`config.mk`:
```
export PLATFORM = sky130hd
export DESIGN_NAME = ecmb_port
export DESIGN_NICKNAME = d
export VERILOG_FILES = /design/src/rtl/ecmb_pkg.sv /design/src/rtl/ecmb_inbuf.sv /design/src/rtl/ecmb_seq.sv /design/src/rtl/ecmb_port.sv
export SDC_FILE = /design/constraint.sdc
export NUM_CORES = 1
export LEC_CHECK = 0
export ABC_AREA = 1
export BUFFER_PORTS_ARGS = -buffer_cell sky130_fd_sc_hd__buf_2
export CORE_MARGIN = 2
export CORE_UTILIZATION = 45
export DETAILED_ROUTE_END_ITERATION = 8
export GPL_ROUTABILITY_DRIVEN = 1
export PLACE_DENSITY = 0.72
export SLEW_MARGIN = 20
export SYNTH_ARGS = -nofsm -noshare
export SYNTH_HDL_FRONTEND = slang
export SYNTH_SLANG_ARGS = --single-unit
export TNS_END_PERCENT = 20
```
`constraint.sdc`:
```
create_clock -name clk -period 1.4 [get_ports clk]
set_input_delay 0.28 -clock clk [delete_from_list [all_inputs] [get_ports clk]]
set_output_delay 0.28 -clock clk [all_outputs]
set_load 0.05 [all_outputs]
```
`src/rtl/ecmb_pkg.sv`:
```
package ecmb_pkg;
    localparam int BYTE_W = 8;
    typedef logic [BYTE_W-1:0] byte_t;

    localparam byte_t OP_READ      = 8'h80;
    localparam byte_t OP_WRITE     = 8'h81;
    localparam byte_t OP_BURST_ON  = 8'h82;
    localparam byte_t OP_BURST_OFF = 8'h83;
    localparam byte_t OP_QUERY     = 8'h84;

    // Status byte bit positions
    localparam int SB_OBF   = 0;
    localparam int SB_IBF   = 1;
    localparam int SB_CMD   = 3;
    localparam int SB_BURST = 4;

    typedef enum logic [2:0] {
        SQ_IDLE,
        SQ_RD_ADDR,
        SQ_WR_ADDR,
        SQ_WR_DATA,
        SQ_RD_WAIT
    } seq_e;
endpackage

```
`src/rtl/ecmb_inbuf.sv`:
```
module ecmb_inbuf
    import ecmb_pkg::*;
#(
    parameter int CONSUME_LAT = 3
) (
    input  logic  clk,
    input  logic  rst_n,
    input  logic  wr_en,
    input  logic  wr_is_cmd,
    input  byte_t wr_byte,
    input  logic  take_ok,
    output logic  ibf,
    output logic  last_cmd,
    output logic  consume,
    output byte_t in_byte,
    output logic  in_is_cmd
);
    localparam int CNT_W = (CONSUME_LAT > 1) ? $clog2(CONSUME_LAT) : 1;

    typedef struct packed {
        logic             ibf;
        logic             is_cmd;
        logic             last_cmd;
        byte_t            data;
        logic [CNT_W-1:0] cnt;
    } ib_s;

    ib_s s_d, s_q;

    always_comb begin
        s_d     = s_q;
        consume = s_q.ibf && (s_q.cnt == '0) && take_ok;
        if (consume) begin
            s_d.ibf = 1'b0;
        end else if (s_q.ibf && (s_q.cnt != '0)) begin
            s_d.cnt = s_q.cnt - 1'b1;
        end
        if (wr_en) begin
            s_d.ibf      = 1'b1;
            s_d.data     = wr_byte;
            s_d.is_cmd   = wr_is_cmd;
            s_d.last_cmd = wr_is_cmd;
            s_d.cnt      = CNT_W'(CONSUME_LAT - 1);
        end
    end

    always_ff @(posedge clk) begin
        if (!rst_n) s_q <= '0;
        else        s_q <= s_d;
    end

    assign ibf       = s_q.ibf;
    assign last_cmd  = s_q.last_cmd;
    assign in_byte   = s_q.data;
    assign in_is_cmd = s_q.is_cmd;

    AST_IBF_ON_WRITE: assert property (@(posedge clk) disable iff (!rst_n)
        wr_en |=> ibf);
    AST_IBF_HOLDS: assert property (@(posedge clk) disable iff (!rst_n)
        (ibf && !consume) |=> ibf);
endmodule

```
`src/rtl/ecmb_seq.sv`:
```
module ecmb_seq
    import ecmb_pkg::*;
(
    input  logic  clk,
    input  logic  rst_n,
    input  logic  consume,
    input  byte_t in_byte,
    input  logic  in_is_cmd,
    input  logic  host_drain,
    input  byte_t reg_rdata,
    output logic  take_ok,
    output byte_t reg_addr,
    output byte_t reg_wdata,
    output logic  reg_we,
    output logic  reg_re,
    output byte_t out_byte,
    output logic  obf,
    output logic  burst
);
    typedef struct packed {
        seq_e  state;
        byte_t addr;
        byte_t wdata;
        logic  we;
        logic  re;
        byte_t out_byte;
        logic  obf;
        logic  burst;
    } sq_s;

    sq_s s_d, s_q;

    always_comb begin
        s_d     = s_q;
        s_d.we  = 1'b0;
        s_d.re  = 1'b0;
        take_ok = (s_q.state != SQ_RD_WAIT);
        if (host_drain && s_q.obf) s_d.obf = 1'b0;

        if (s_q.state == SQ_RD_WAIT) begin
            s_d.out_byte = reg_rdata;
            s_d.obf      = 1'b1;
            s_d.state    = SQ_IDLE;
        end else if (consume && in_is_cmd) begin
            case (in_byte)
                OP_READ:      s_d.state = SQ_RD_ADDR;
                OP_WRITE:     s_d.state = SQ_WR_ADDR;
                OP_BURST_ON:  begin s_d.burst = 1'b1; s_d.state = SQ_IDLE; end
                OP_BURST_OFF: begin s_d.burst = 1'b0; s_d.state = SQ_IDLE; end
                OP_QUERY: begin
                    s_d.out_byte = '0;
                    s_d.obf      = 1'b1;
                    s_d.state    = SQ_IDLE;
                end
                default: ;
            endcase
        end else if (consume) begin
            case (s_q.state)
                SQ_RD_ADDR: begin
                    s_d.addr  = in_byte;
                    s_d.re    = 1'b1;
                    s_d.state = SQ_RD_WAIT;
                end
                SQ_WR_ADDR: begin
                    s_d.addr  = in_byte;
                    s_d.state = SQ_WR_DATA;
                end
                SQ_WR_DATA: begin
                    s_d.wdata = in_byte;
                    s_d.we    = 1'b1;
                    s_d.state = SQ_IDLE;
                end
                default: ;
            endcase
        end
    end

    always_ff @(posedge clk) begin
        if (!rst_n) s_q <= '{state: SQ_IDLE, default: '0};
        else        s_q <= s_d;
    end

    assign reg_addr  = s_q.addr;
    assign reg_wdata = s_q.wdata;
    assign reg_we    = s_q.we;
    assign reg_re    = s_q.re;
    assign out_byte  = s_q.out_byte;
    assign obf       = s_q.obf;
    assign burst     = s_q.burst;

    AST_STROBE_EXCL: assert property (@(posedge clk) disable iff (!rst_n)
        !(reg_we && reg_re));
    AST_WE_PULSE: assert property (@(posedge clk) disable iff (!rst_n)
        reg_we |=> !reg_we);
    AST_RE_THEN_OBF: assert property (@(posedge clk) disable iff (!rst_n)
        reg_re |=> obf);
    AST_OBF_DRAIN: assert property (@(posedge clk) disable iff (!rst_n)
        (host_drain && obf && !reg_re && !consume) |=> !obf);
    AST_BURST_HOLD: assert property (@(posedge clk) disable iff (!rst_n)
        !consume |=> $stable(burst));
endmodule

```
`src/rtl/ecmb_port.sv`:
```
module ecmb_port
    import ecmb_pkg::*;
#(
    parameter int CONSUME_LAT = 3
) (
    input  logic       clk,
    input  logic       rst_n,
    input  logic       hst_wr,
    input  logic       hst_rd,
    input  logic       hst_sel,
    input  logic [7:0] hst_wdata,
    output logic [7:0] hst_rdata,
    output logic [7:0] reg_addr,
    output logic [7:0] reg_wdata,
    output logic       reg_we,
    output logic       reg_re,
    input  logic [7:0] reg_rdata
);
    logic  ibf, last_cmd, consume, in_is_cmd, take_ok, obf, burst;
    byte_t in_byte, out_byte, status;

    ecmb_inbuf #(.CONSUME_LAT(CONSUME_LAT)) u_inbuf (
        .clk      (clk),
        .rst_n    (rst_n),
        .wr_en    (hst_wr),
        .wr_is_cmd(hst_sel),
        .wr_byte  (hst_wdata),
        .take_ok  (take_ok),
        .ibf      (ibf),
        .last_cmd (last_cmd),
        .consume  (consume),
        .in_byte  (in_byte),
        .in_is_cmd(in_is_cmd)
    );

    ecmb_seq u_seq (
        .clk       (clk),
        .rst_n     (rst_n),
        .consume   (consume),
        .in_byte   (in_byte),
        .in_is_cmd (in_is_cmd),
        .host_drain(hst_rd && !hst_sel),
        .reg_rdata (reg_rdata),
        .take_ok   (take_ok),
        .reg_addr  (reg_addr),
        .reg_wdata (reg_wdata),
        .reg_we    (reg_we),
        .reg_re    (reg_re),
        .out_byte  (out_byte),
        .obf       (obf),
        .burst     (burst)
    );

    always_comb begin
        status           = '0;
        status[SB_OBF]   = obf;
        status[SB_IBF]   = ibf;
        status[SB_CMD]   = last_cmd;
        status[SB_BURST] = burst;
    end

    assign hst_rdata = hst_sel ? status : out_byte;

    AST_WRITE_RAISES_IBF: assert property (@(posedge clk) disable iff (!rst_n)
        hst_wr |=> hst_rdata[SB_IBF] || !hst_sel || ibf);
endmodule

```
* Yosys cells after proc, flatten, opt, wreduce, memory -nomap -nowiden
Index checks and enable logic that the tools add are counted.
Word-level totals: bits in read-only memories 0, latch bits 0, memories 0, logic and storage cells 75, input port bits 21, register bits 43, bits in writable memories 0, output and inout port bits 26
Operators by class: mux-type cells 17, $add $sub $neg 1, divide/modulo/power cells 0, equal/unequal tests 12, reduce and logical (&&, ||, !) cells 28, shift operators 0, $lt $le $gt $ge 0, bitwise gates (word level) 4, multipliers 0
Operators with widths (count):
- $eq A8 B8 Y1 const B | 5
- $mux W9 | 3
- $mux W21 | 1
- $pmux W3 S3 | 2
- $mux W8 | 2
- $reduce_bool A2 Y1 | 7
- $mux W13 | 1
- $mux W10 | 1
- $reduce_and A4 Y1 | 2
- $eq A3 B2 Y1 const B | 2
- $logic_and A1 B1 Y1 | 6
- $reduce_and A2 Y1 | 3
- $reduce_and A3 Y1 | 2
- $reduce_or A2 Y1 | 3
- $mux W2 | 2
- $ne A4 B4 Y1 const B | 1
- $not A1 Y1 | 4
- $reduce_bool A4 Y1 | 1
- $reduce_or A4 Y1 | 1
- $eq A3 B1 Y1 const B | 1
- $eq A3 B3 Y1 const B | 1
- $mux W1 | 3
- $mux W3 | 1
- $ne A3 B3 Y1 const B | 1
- 6 further kinds | 6

* Logic depth before layout (Yosys ltp)
depth in word-level cells 7, gate-level depth with buffers 11, mapped depth without buffers 11

* Cells and area by module
Synthesis repeated with hierarchy kept, for this count alone.
Unflattened totals: cell total of the unflattened synthesis 283, area total of the unflattened synthesis 2119.5 sq um
Modules (own cells, without submodules):
- ecmb_seq | times used 1, seq. area each 620.6 sq um, cells an instance 188, area an instance 1455.1 sq um
- ecmb_inbuf | times used 1, seq. area each 240.2 sq um, cells an instance 71, area an instance 566.8 sq um
- ecmb_port | times used 1, seq. area each 0.0 sq um, cells an instance 24, area an instance 97.6 sq um

* Worst setup path before layout
OpenSTA, ideal clock, no wires.
path kind input to output, start point input port hst_sel, end point output port hst_rdata[1], data required time 1.120 ns, cell stages on the path 3, buffers on the path 1, setup slack -0.233 ns, data arrival time 1.353 ns, cells stage by stage clkbuf_1 -> nor2_1 -> a21oi_1
Between the ends: word-level cells in the longest chain between the ends 1
RTL lines:
- start, declared | RTL line ecmb_port.sv:10 | input logic hst_sel,
- $mux W8 | RTL line ecmb_port.sv:62 | assign hst_rdata = hst_sel ? status : out_byte;
- end, declared | RTL line ecmb_port.sv:12 | output logic [7:0] hst_rdata,
Every way passes these cells.

* Worst setup path after layout
start point register u_inbuf.s_q[0] in the netlist's numbering, end point register u_seq.s_q[28] in the netlist's numbering
Between the ends: word-level cells in the longest chain between the ends 6, elaborated cells on any way between the ends 9, classes of those cells eq/ne: 1; mux: 1; reduce/logical: 7
RTL lines:
- start, declared | RTL line ecmb_inbuf.sv:28 | ib_s s_d, s_q;
- start signal, assigned | RTL line ecmb_inbuf.sv:48 | if (!rst_n) s_q <= '0;
- start signal, assigned | RTL line ecmb_inbuf.sv:49 | else s_q <= s_d;
- $logic_not A2 Y1 * | RTL line ecmb_inbuf.sv:32 | consume = s_q.ibf && (s_q.cnt == '0) && take_ok;
- $logic_and A1 B1 Y1 * (2 in series) | RTL line ecmb_inbuf.sv:32
- $logic_and A1 B1 Y1 | RTL line ecmb_seq.sv:44 | end else if (consume && in_is_cmd) begin
- $ne A4 B4 Y1 (no line), or another cell as far along
- $reduce_and A3 Y1 (no line)
- end signal, assigned | RTL line ecmb_seq.sv:79 | if (!rst_n) s_q <= '{state: SQ_IDLE, default: '0};
- end signal, assigned | RTL line ecmb_seq.sv:80 | else s_q <= s_d;
- end, declared | RTL line ecmb_seq.sv:31 | sq_s s_d, s_q;
Mark *: on every way between the ends. The rest lies on a longest branch, timed or not. A chain may end at the register's enable or synchronous reset.

==> impl_metrics.yaml <==
synth:
  synth_area_um2: 1970
  ys.flop_type: "dfxtp_1"
  yosysSeqAreaShare: 0.437
  synth_cell_types: 28
  ys_warn_count: 0
  synth_edf_count: 0
  ys_seq_elements: 43
  syn_avg_cell_area_um2: 7.70
  syn_nets: 278
  synth_cells: 256
  async_flop_share: 0
timing:
  setup_viol: 15
  finalWorstSetupSlack_ns: -0.0509
  fin_crit_sh: 1.04
  setup_tns_ns: -0.400
  max_slew.worst_pin.slew_ns: 0.351
  fin_worst_skew_ns: 0.0104
  max_freq_ghz: 0.689
  min_period_ns: 1.45
  hold_viol_final: 0
  final_max_slew_viol_count: 0
  relSlewSlack: 0.765
  grt_setup_unrepaired: "yes"
clocking:
  cts.clk_slew.worst_paths_ns: 0.09
  numClockSinks: 43
  cts.htree.levels: 2
  cts_max_path_buffers: 2
  worstSkewPairLatency_ns: 0.30
  cts_tree: "built"
  numCtsBuffers: 5
  cts-root-buf: "clkbuf_8"
status:
  violations: "setup timing"
  status: "complete, but fails checks"
worst_setup_path:
  criticalPathCategory: "reg -> reg"
  reg2reg_depth: 12
  max_stage_delay_ns: 0.33
  arrival_ns: 1.65
  slowest_stage: "dfxtp_2"
  cp_max_fo: 5
  r2r_slack_ns: -0.05
  worst_setup_path_end_kind: "flop"
  start_kind: "flop"
  crit_chain: "inv_2 -> ha_4 -> nand2_4 -> inv_4 -> buf_6 -> nand3_4 -> nor2_4 -> nand3_4 -> nand2_2 -> nand2_1 -> nand2_1 -> nor2_1"
  cp.required_ns: 1.60
power:
  p_comb_frac: 0.158
  p_seq_frac: 0.484
  pwr_density_cell_nw_per_um2: 1030
  p_clk_frac: 0.358
  swShare: 0.271
  p_switching_mw: 0.730
  intPower_mw: 1.96
  p_leak_nw: 1.15
  total_power_mw: 2.69
  vdd_drop_max_uv: 510
routing:
  ant_nets: 0
  vias: 1813
  drt_pass1_iterations: 4
  detail_route.vias_per_cell: 4.97
  wl_mm: 4.60
  avgRoutedWirePerCell_um: 12.6
  drt_first_iter_violations: 114
  drc_errors: 0
die:
  start_util: 0.459
  die_area_um2: 4920
  die_h_um: 70.2
  ios: 47
  core-area_um2: 4290
  die_x_um: 70.2
  rows: 24
place:
  io_buffers: 46
  gp_congestion: 0.846
  hpwl_mm: 2.96
grt:
  grt_pass1_vias: 1686
  grt_pass1_wl_mm: 7.47
  grt_max_degree: 24
  grt_overflow: 0
  grt_usage: 0.191
  grt_antenna_before_repair: 0
cells_and_area:
  layout_common_cells: "45 x nor2_1, 43 x buf_2, 37 x dfxtp_1"
  fin_util: 0.608
  antenna_cells: 0
  syn2layout_area_growth_pct: 32.4
  drive_gt1_frac: 0.425
  nets: 334
  nFillCells: 372
  final_common_cell: "nor2_1"
run:
  maxCapViolCount: 0
min_path:
  holdPathStages: 3
  worstHoldPathType: "in -> reg"
-- path summary, 6_finish.rpt --
| check | from | to |
|---|---|---|
| worst max-delay path | u_inbuf.s_q[0] | u_seq.s_q[28] |
| worst min-delay path | hst_wdata[2] | u_inbuf.in_byte[2] |
| worst max register to register | u_inbuf.s_q[0] | u_seq.s_q[28] |
| worst min register to register | u_seq.out_byte[1] | u_seq.out_byte[1] |
-- routing by layer --
metal  wire length, um  GRT usage  vias up
li1                  -          -      927
met1              2040      0.247      821
met2              2270      0.313       56
met3               211     0.0390        9
met4                81     0.0705        0
met5                 0          0        -
-- state kept, by name, indices dropped and copies added (netlist names) --
| signal | cells |
|---|---|
| u_seq.reg_addr | 8 |
| u_seq.s_q | 3 |
| u_seq.out_byte | 8 |
| u_seq.burst | 1 |
| u_inbuf.s_q | 2 |
| u_seq.reg_re | 1 |
| u_inbuf.ibf | 1 |
| u_inbuf.in_is_cmd | 1 |
| u_seq.reg_we | 1 |
| u_inbuf.in_byte | 8 |
| u_seq.reg_wdata | 8 |
| u_seq.obf | 1 |
-- logic make-up (layout without fill, tap and decap cells) --
group                      Yosys count  after routing  synth area share
and+or+nand+nor                     98             98             0.229
AOI/OAI and AO/OA                   63             63             0.182
buffers and inverters               49            106             0.135
DFF                                 43             43             0.437
muxes                                2              2            0.0114
adders and majority gates            1              1           0.00635
-- synthesized netlist by cell type, types with 2 or more instances --
cell type  number  area (um^2)
nand2_4         2         22.5
inv_1          22         82.6
nand3_2         2         20.0
o21ai_0        29          145
nand3_1         7         35.0
dfxtp_1        43          861
a21oi_1        25          125
inv_2           3         11.3
o21ai_2         2         17.5
nand2_1        31          116
clkinv_4        2         17.5
a21oi_2         3         26.3
a211oi_1        2         15.0
buf_4          16          120
clkbuf_1        5         18.8
mux2_2          2         22.5
nor2_1         49          184
-- layout make-up --
type / count / area (um^2) / share of cell area
clock buffers: 5 / 68.8 / 0.0264
clock inverters: 3 / 43.8 / 0.0168
inverters: 27 / 129 / 0.0494
multi-input cells: 164 / 967 / 0.371
flip-flops and latches: 43 / 871 / 0.334
well taps: 52 / 65.1 / 0.0249
repair buffers: 71 / 464 / 0.178
-- worst max-delay path: cells and delay by family (launching register included) --
family / cells / cell delay (ns)
flip-flops: 1 / 0.33
adder cells (fa/ha/maj): 1 / 0.15
AND/OR/NAND/NOR: 8 / 0.63
buffers and inverters: 3 / 0.23
-- timing repair --
action                     4_1_cts  5_1_grt
resized for setup               38       29
pin swaps                        9       16
setup endpoints to repair       22       33
hold endpoints to repair         0        0
buffers inserted                 9        2
hold buffers                     0        0
-- metrics by stage --
step	cells	setup WS (ns)	hold slack (ns)	cell area, um^2
6_report	365	-0.0509	0.210	2610
2_1_floorplan	256	-0.233	0.397	1970
5_1_grt	365	-0.136	0.236	2610
4_1_cts	363	-0.0435	0.209	2510
3_5_place_dp	346	-0.118	0.449	2220
3_3_place_gp	346	-0.0685	0.440	2220
-- power by group through the flow --
| stage | Clock, mW | Combinational, mW | Sequential [mW] |
|---|---|---|---|
| 2_1_floorplan | 0 | 0.236 | 1.32 |
| 3_3_place_gp | 0 | 0.342 | 1.32 |
| 3_5_place_dp | 0 | 0.347 | 1.32 |
| 4_1_cts | 0.985 | 0.389 | 1.30 |
| 5_1_grt | 1.03 | 0.464 | 1.31 |
| 6_report | 0.963 | 0.427 | 1.30 |
Note: power is estimated with default switching activity, not from simulation.
